$ cat config.mk
export PLATFORM = sky130hd
export DESIGN_NAME = int_flag_gen
export DESIGN_NICKNAME = d
export VERILOG_FILES = /design/src/rtl/flag_pkg.sv /design/src/rtl/flag_carry_unit.sv /design/src/rtl/flag_ovf_unit.sv /design/src/rtl/flag_cr_unit.sv /design/src/rtl/int_flag_gen.sv
export SDC_FILE = /design/constraint.sdc
export NUM_CORES = 1
export LEC_CHECK = 0
export ABC_CLOCK_PERIOD_IN_PS = 1570
export BUFFER_PORTS_ARGS = -buffer_cell sky130_fd_sc_hd__clkbuf_2
export CAP_MARGIN = 20
export CORE_MARGIN = 10
export CORE_UTILIZATION = 25
export CTS_CLUSTER_DIAMETER = 120
export DETAILED_ROUTE_END_ITERATION = 8
export GPL_ROUTABILITY_DRIVEN = 0
export GPL_TIMING_DRIVEN = 0
export SYNTH_ARGS = -nofsm -noshare
export SYNTH_HDL_FRONTEND = slang
export SYNTH_SLANG_ARGS = --single-unit
export TNS_END_PERCENT = 5
$ cat constraint.sdc
create_clock -name clk -period 1.57 [get_ports clk]
set_clock_uncertainty 0.1 [all_clocks]
set_input_delay 0.0785 -clock clk [delete_from_list [all_inputs] [get_ports clk]]
set_output_delay 0.0785 -clock clk [all_outputs]
set_load 0.01 [all_outputs]
$ cat src/rtl/flag_pkg.sv
package flag_pkg;
  localparam int unsigned XLEN_DEF = 64;
  localparam int unsigned NOPS     = 2;

  typedef struct packed {
    logic ca;
    logic ca32;
    logic ov;
    logic ov32;
    logic so;
  } xflags_t;
endpackage

$ cat src/rtl/flag_carry_unit.sv
module flag_carry_unit #(
  parameter int unsigned XLEN = 64
) (
  input  logic [XLEN-1:0] opa,
  input  logic [XLEN-1:0] opb,
  input  logic            b_vld,
  input  logic [XLEN-1:0] res,
  input  logic            add_op,
  output logic            ca,
  output logic            ca32
);
  localparam int unsigned HALF = XLEN / 2;
  localparam int unsigned NOPS = flag_pkg::NOPS;

  logic [NOPS-1:0][XLEN-1:0] ops;
  logic [NOPS-1:0]           op_vld;
  logic [NOPS-1:0]           gt_full;
  logic [NOPS-1:0]           gt_low;

  assign ops    = {opb, opa};
  assign op_vld = {b_vld, 1'b1};

  for (genvar gi = 0; gi < NOPS; gi++) begin : g_cmp
    assign gt_full[gi] = op_vld[gi] && (ops[gi] > res);
    assign gt_low[gi]  = op_vld[gi] && (ops[gi][HALF-1:0] > res[HALF-1:0]);
  end

  assign ca   = |gt_full;
  assign ca32 = add_op ? (res[HALF] ^ opa[HALF] ^ (b_vld & opb[HALF]))
                       : |gt_low;
endmodule

$ cat src/rtl/flag_ovf_unit.sv
module flag_ovf_unit #(
  parameter int unsigned XLEN = 64
) (
  input  logic [XLEN-1:0] opa,
  input  logic [XLEN-1:0] opb,
  input  logic            b_vld,
  input  logic [XLEN-1:0] res,
  input  logic            div_vld,
  input  logic            div_ovf,
  output logic            upd,
  output logic            ov,
  output logic            ov32
);
  localparam int unsigned HALF = XLEN / 2;

  logic ov_arith;
  logic ov32_arith;

  assign ov_arith   = (opa[XLEN-1] == opb[XLEN-1]) && (res[XLEN-1] != opa[XLEN-1]);
  assign ov32_arith = (opa[HALF-1] == opb[HALF-1]) && (res[HALF-1] != opa[HALF-1]);

  assign upd  = div_vld | b_vld;
  assign ov   = div_vld ? div_ovf : ov_arith;
  assign ov32 = div_vld ? div_ovf : ov32_arith;
endmodule

$ cat src/rtl/flag_cr_unit.sv
module flag_cr_unit #(
  parameter int unsigned XLEN = 64
) (
  input  logic [XLEN-1:0] res,
  input  logic            so,
  output logic [3:0]      cr0
);
  logic neg;
  logic zero;

  assign neg  = res[XLEN-1];
  assign zero = (res == '0);
  assign cr0  = {neg, ~neg & ~zero, zero, so};
endmodule

$ cat src/rtl/int_flag_gen.sv
module int_flag_gen #(
  parameter int unsigned XLEN = flag_pkg::XLEN_DEF
) (
  input  logic            clk,
  input  logic            rst_n,
  input  logic            valid_i,
  input  logic [XLEN-1:0] opa_i,
  input  logic [XLEN-1:0] opb_i,
  input  logic            has_b_i,
  input  logic            inv_a_i,
  input  logic            imm_vld_i,
  input  logic [XLEN-1:0] imm_i,
  input  logic [XLEN-1:0] res_i,
  input  logic            add_op_i,
  input  logic            carry_en_i,
  input  logic            ovf_en_i,
  input  logic            rec_en_i,
  input  logic            div_ovf_vld_i,
  input  logic            div_ovf_i,
  input  logic [1:0]      carry_done_i,
  output logic            ca_o,
  output logic            ca32_o,
  output logic            ov_o,
  output logic            ov32_o,
  output logic            so_o,
  output logic [3:0]      cr0_o
);
  import flag_pkg::*;

  logic [XLEN-1:0] op_a;
  logic [XLEN-1:0] op_b;
  logic            b_vld;

  logic    ca_c, ca32_c;
  logic    ovf_upd, ov_c, ov32_c;
  logic [3:0] cr0_c;

  xflags_t flg_q, flg_d;
  logic [3:0] cr0_q, cr0_d;

  // operand forming
  assign op_a  = inv_a_i ? ~opa_i : opa_i;
  assign op_b  = imm_vld_i ? imm_i : opb_i;
  assign b_vld = has_b_i | imm_vld_i;

  flag_carry_unit #(.XLEN(XLEN)) carry_u (
    .opa(op_a), .opb(op_b), .b_vld(b_vld), .res(res_i),
    .add_op(add_op_i), .ca(ca_c), .ca32(ca32_c)
  );

  flag_ovf_unit #(.XLEN(XLEN)) ovf_u (
    .opa(op_a), .opb(op_b), .b_vld(b_vld), .res(res_i),
    .div_vld(div_ovf_vld_i), .div_ovf(div_ovf_i),
    .upd(ovf_upd), .ov(ov_c), .ov32(ov32_c)
  );

  flag_cr_unit #(.XLEN(XLEN)) cr_u (
    .res(res_i), .so(flg_d.so), .cr0(cr0_c)
  );

  // next state
  always_comb begin
    flg_d = flg_q;
    cr0_d = cr0_q;
    if (carry_en_i && !carry_done_i[0]) flg_d.ca   = ca_c;
    if (carry_en_i && !carry_done_i[1]) flg_d.ca32 = ca32_c;
    if (ovf_en_i && ovf_upd) begin
      flg_d.ov   = ov_c;
      flg_d.ov32 = ov32_c;
      flg_d.so   = flg_q.so | ov_c;
    end
    if (rec_en_i) cr0_d = cr0_c;
  end

  // registers
  always_ff @(posedge clk or negedge rst_n) begin
    if (!rst_n) begin
      flg_q <= '0;
      cr0_q <= '0;
    end else if (valid_i) begin
      flg_q <= flg_d;
      cr0_q <= cr0_d;
    end
  end

  assign ca_o   = flg_q.ca;
  assign ca32_o = flg_q.ca32;
  assign ov_o   = flg_q.ov;
  assign ov32_o = flg_q.ov32;
  assign so_o   = flg_q.so;
  assign cr0_o  = cr0_q;
endmodule

==> run summary <==
Number of enable flip-flop cells after synthesis: 0. The power share of the combinational group is 0.746, and the worst-case reg-to-reg path depth is 1. Measured along the x axis, the die boundary spans 160 um. The sequential share of power is 0.099, and the post-synthesis sequential element count is 9.

Setup repair after global routing could not meet its margin everywhere. The HPWL after detailed placement is 20200 um. Tracing the worst setup path back leads to its startpoint at imm_vld_i. The share of layout cells above drive strength 1 is 0.466, and the placement-stage worst setup slack is -1590 ps. The post-layout instance area was 0.00753 mm2; the maximum number of pins on one net before global-route repair was 11.

The tools report the startpoint of the lowest-slack hold path as valid_i. For the synthesized netlist cell count, the log shows 595. The highest net fanout along the worst path was 10.

The worst register-to-register path ends at ca_o$_DFFE_PN0P_. The logs give -1010 ps for the setup slack after layout and 230 ps for the latest clock arrival within the worst-skew pair. The post-route worst hold slack was 11.2 ps; the instance count after placement with tap cells included was 1137.

The flow ran to the end, but the final reports show violations. Detailed routing inserted a total of 5366 vias. Summing all multi-input logic gate instances after layout gives 0.00486 mm2.

Across the whole layout, storage elements account for 225 um2. Among all flip-flop cells after synthesis, the most frequent one is sky130_fd_sc_hd__dfrtp_1. Using the TritonRoute via totals, the vias-per-cell ratio works out to 4.64. Vertical extent of the die: 160 um.

The number of DRC violations after detailed-routing iteration 0 was 195. The run gives 1 as the count of H-tree levels built during CTS. A synthesized cell averages 8.20 um2. The tools report the filler cell count as 2027.

The combined area of all synthesized cells is 0.00488 mm2. IR analysis of the VDD net gives a maximum drop of 0.288 mV. The run gives 0.0255 mm2 as the total die area. The number of iterations in the first detailed-routing pass is 5, and the first-pass GRT wire length is 33700 um. When the netlist entered floorplanning its net count stood at 993. Class of the most critical setup path: input port to register. Counting along the longest clock path gives a buffer depth of 2. The final reports fail on negative setup slack.

The total congestion overflow after global routing came out at 0. The tools report the number of nets in the layout as 1289. For this block, the routed nets add up to 22300 um of wire.

The critical path capture point type is a register. Summing internal, switching and leakage power gives 2920 uW. The clock buffer count from CTS came out at 3. Dividing the detail-routed wire length by the instance count gives 19.3 um.

Clock-pin slew was measured on the worst setup and hold paths at 40 ps. The run gives 0.0461 as the sequential fraction of the synthesis area. The tools report the worst min-delay path endpoint as ov_o$_DFFE_PN0P_. Internal power component: 1690 uW. Switching portion of total power: 0.420.

The nature of the critical path startpoint is an input port. TritonCTS built the clock tree. The floorplan step defined a core boundary enclosing 0.0193 mm2. Setup violations remaining at the end of the flow were counted as 2. The number of global-route vias before repair is 6016, and the share of total power in the clock network is 0.156. After detailed placement, the total cell area comes to 0.00706 mm2. In this run the worst hold path is classified as input port to register. In this run the power density over the cells is 387 mW/mm2.

Row generation in the floorplan step produced 51 rows. In this run the critical register-to-register path is launched from ca_o$_DFFE_PN0P_. Data on the critical path is required at its endpoint by 1640 ps. The tools report the worst reg-to-reg setup slack as 700 ps. The maximum achievable frequency is 388 MHz. The actual slew at the worst max-slew pin was 615 ps; the headroom to the max-slew limit was 0.585. The ratio of final minimum period to clock period is 1.64. The netlist uses 46 different library cells. In the routed design, unresolved DRC markers number 0. The tools report the count of final hold-check violations as 0. The layout overhead on the synthesized area was 54.2%; the count of buffers from port buffering was 277. The analysis attributes to net switching a power of 1220 uW.

The tools report the count of antenna-violating nets left after detailed routing as 0. Clock tree synthesis selected as its root buffer the cell sky130_fd_sc_hd__clkbuf_16. For this run, the number of standard cells in the final layout without fillers is 1156.

Max-cap violations in this run came to 0. The fraction of registers with async set or reset after synthesis is 1.00, and the initial antenna violation count is 1. For the starting density of the core, the log shows 0.252. Data arrives at the worst endpoint at 2640 ps. Pin placement for this block handled 279 I/O pins. For this design the static power due to leakage is 0.00397 uW.

The number of stages on the worst hold path was 3. For the number of warnings issued by yosys, the log shows 0. The time the worst path needs with I/O delays and setup is 2580 ps, and the total global routing track utilization is 0.167. The run gives 9 as the number of clock sinks. The run gives 0 as the count of pins over their slew limit.
-- through the flow --
| stage | utilization | setup TNS [ps] |
|---|---|---|
| CTS | 0.386 | -2030 |
| floorplan | - | -1420 |
| global placement | 0.365 | -5030 |
| global route | 0.389 | -2200 |
| detailed placement | 0.365 | -5110 |
| finish | 0.389 | -1990 |
-- final cells by class --
| class | instances | area share |
|---|---|---|
| antenna | 1 | 0.000332 |
| buffer | 14 | 0.0294 |
| clock buffer | 4 | 0.0105 |
| inverter | 65 | 0.0324 |
| multi-input combinational | 507 | 0.645 |
| sequential | 9 | 0.0299 |
| tap | 265 | 0.0440 |
| timing repair buffer | 291 | 0.208 |
-- registers in the layout, indices dropped and copies added (netlist names) --
register  cells
ca32_o        1
cr0_o         4
so_o          1
ov32_o        1
ov_o          1
ca_o          1
-- metal layers --
| layer | up-vias | track usage | wire length [um] |
|---|---|---|---|
| met5 | - | 0 | 0 |
| met4 | 0 | 0.0190 | 169 |
| met3 | 11 | 0.0329 | 1240 |
| met2 | 172 | 0.300 | 11000 |
| met1 | 2393 | 0.204 | 9960 |
| li1 | 2790 | - | - |
-- what timing repair did --
action,in CTS,in global routing
gates cloned,2,0
pin swaps,16,9
buffers inserted,7,3
resized for setup,28,8
hold endpoints to repair,10,0
endpoints found under the setup margin,4,7
hold buffers,2,0
-- power groups by stage --
stage               Clock (uW)  Combinational, uW  Sequential (uW)
finish                     454               2170              288
global placement             0               2040              289
floorplan                    0               1260              300
detailed placement           0               2070              291
CTS                        451               2180              288
global route               462               2460              292
-- how the worst max path moves through the flow --
stage / slack [ps] / cells after the start / end
2_1_floorplan: -710 / 11 / ca_o$_DFFE_PN0P_
6_report: -1010 / 12 / ca_o$_DFFE_PN0P_
5_1_grt: -1110 / 13 / ca_o$_DFFE_PN0P_
3_3_place_gp: -1540 / 12 / ca32_o$_DFFE_PN0P_
3_5_place_dp: -1590 / 12 / ca32_o$_DFFE_PN0P_
4_1_cts: -1030 / 13 / ca_o$_DFFE_PN0P_
-- cells by family (layout without fill, tap and decap cells) --
kind of cell    after synthesis  count (layout)  share of synthesized area
simple gates                137             137                      0.149
fa+ha+maj                   128             128                      0.328
compound gates              110             110                      0.144
buf+inv                      79             374                     0.0628
xor+xnor                     67              67                      0.120
mux                          65              65                      0.150
flops                         9               9                     0.0461
other cells                   0               1                          0
-- synthesized netlist by cell type, types with 3 or more instances --
master	number	area, um2
sky130_fd_sc_hd__ha_1	128	1600
sky130_fd_sc_hd__inv_1	65	244
sky130_fd_sc_hd__mux2_2	64	721
sky130_fd_sc_hd__xor2_1	63	552
sky130_fd_sc_hd__a21oi_1	47	235
sky130_fd_sc_hd__nand2_1	44	165
sky130_fd_sc_hd__nand4_1	22	138
sky130_fd_sc_hd__nor4_1	22	138
sky130_fd_sc_hd__nand3_1	17	85.1
sky130_fd_sc_hd__o21ai_0	15	75.1
sky130_fd_sc_hd__nor2_1	13	48.8
sky130_fd_sc_hd__a21o_1	9	67.6
sky130_fd_sc_hd__dfrtp_1	9	225
sky130_fd_sc_hd__buf_2	8	40.0
sky130_fd_sc_hd__a221o_1	6	60.1
sky130_fd_sc_hd__clkbuf_1	6	22.5
sky130_fd_sc_hd__a221oi_1	4	35.0
sky130_fd_sc_hd__and4_1	4	35.0
sky130_fd_sc_hd__o21ai_1	4	20.0
sky130_fd_sc_hd__xnor2_1	4	35.0
sky130_fd_sc_hd__a21boi_0	3	22.5
sky130_fd_sc_hd__nor2b_1	3	18.8
sky130_fd_sc_hd__nor4_2	3	37.5
sky130_fd_sc_hd__o211ai_1	3	22.5
-- placed cells by master, fill, tap and decap left out, drive strengths merged, types with 4 or more instances in the layout --
cell    synthesis  final
nand2          44     44
nand3          17     17
clkbuf          6    287
inv            65     65
nor4           25     25
a221o           6      6
a21oi          47     47
buf             8     20
ha            128    128
a221oi          6      6
dfrtp           9      9
mux2           64     64
o21ai          20     20
and4            4      4
a21o            9      9
nand4          22     22
a21boi          4      4
xnor2           4      4
nor2           13     13
xor2           63     63
-- critical path, cell delays in order --
cell	delay, ps
sky130_fd_sc_hd__clkbuf_16	100
sky130_fd_sc_hd__clkbuf_16	180
sky130_fd_sc_hd__clkbuf_16	180
sky130_fd_sc_hd__mux2_2	370
sky130_fd_sc_hd__ha_4	280
sky130_fd_sc_hd__nand4_1	170
sky130_fd_sc_hd__nor4_4	370
sky130_fd_sc_hd__a21boi_1	270
sky130_fd_sc_hd__o31a_1	210
sky130_fd_sc_hd__o21ai_4	80
sky130_fd_sc_hd__o22ai_1	150
sky130_fd_sc_hd__o22a_1	170
No activity file was read; power rests on OpenSTA's default activity.
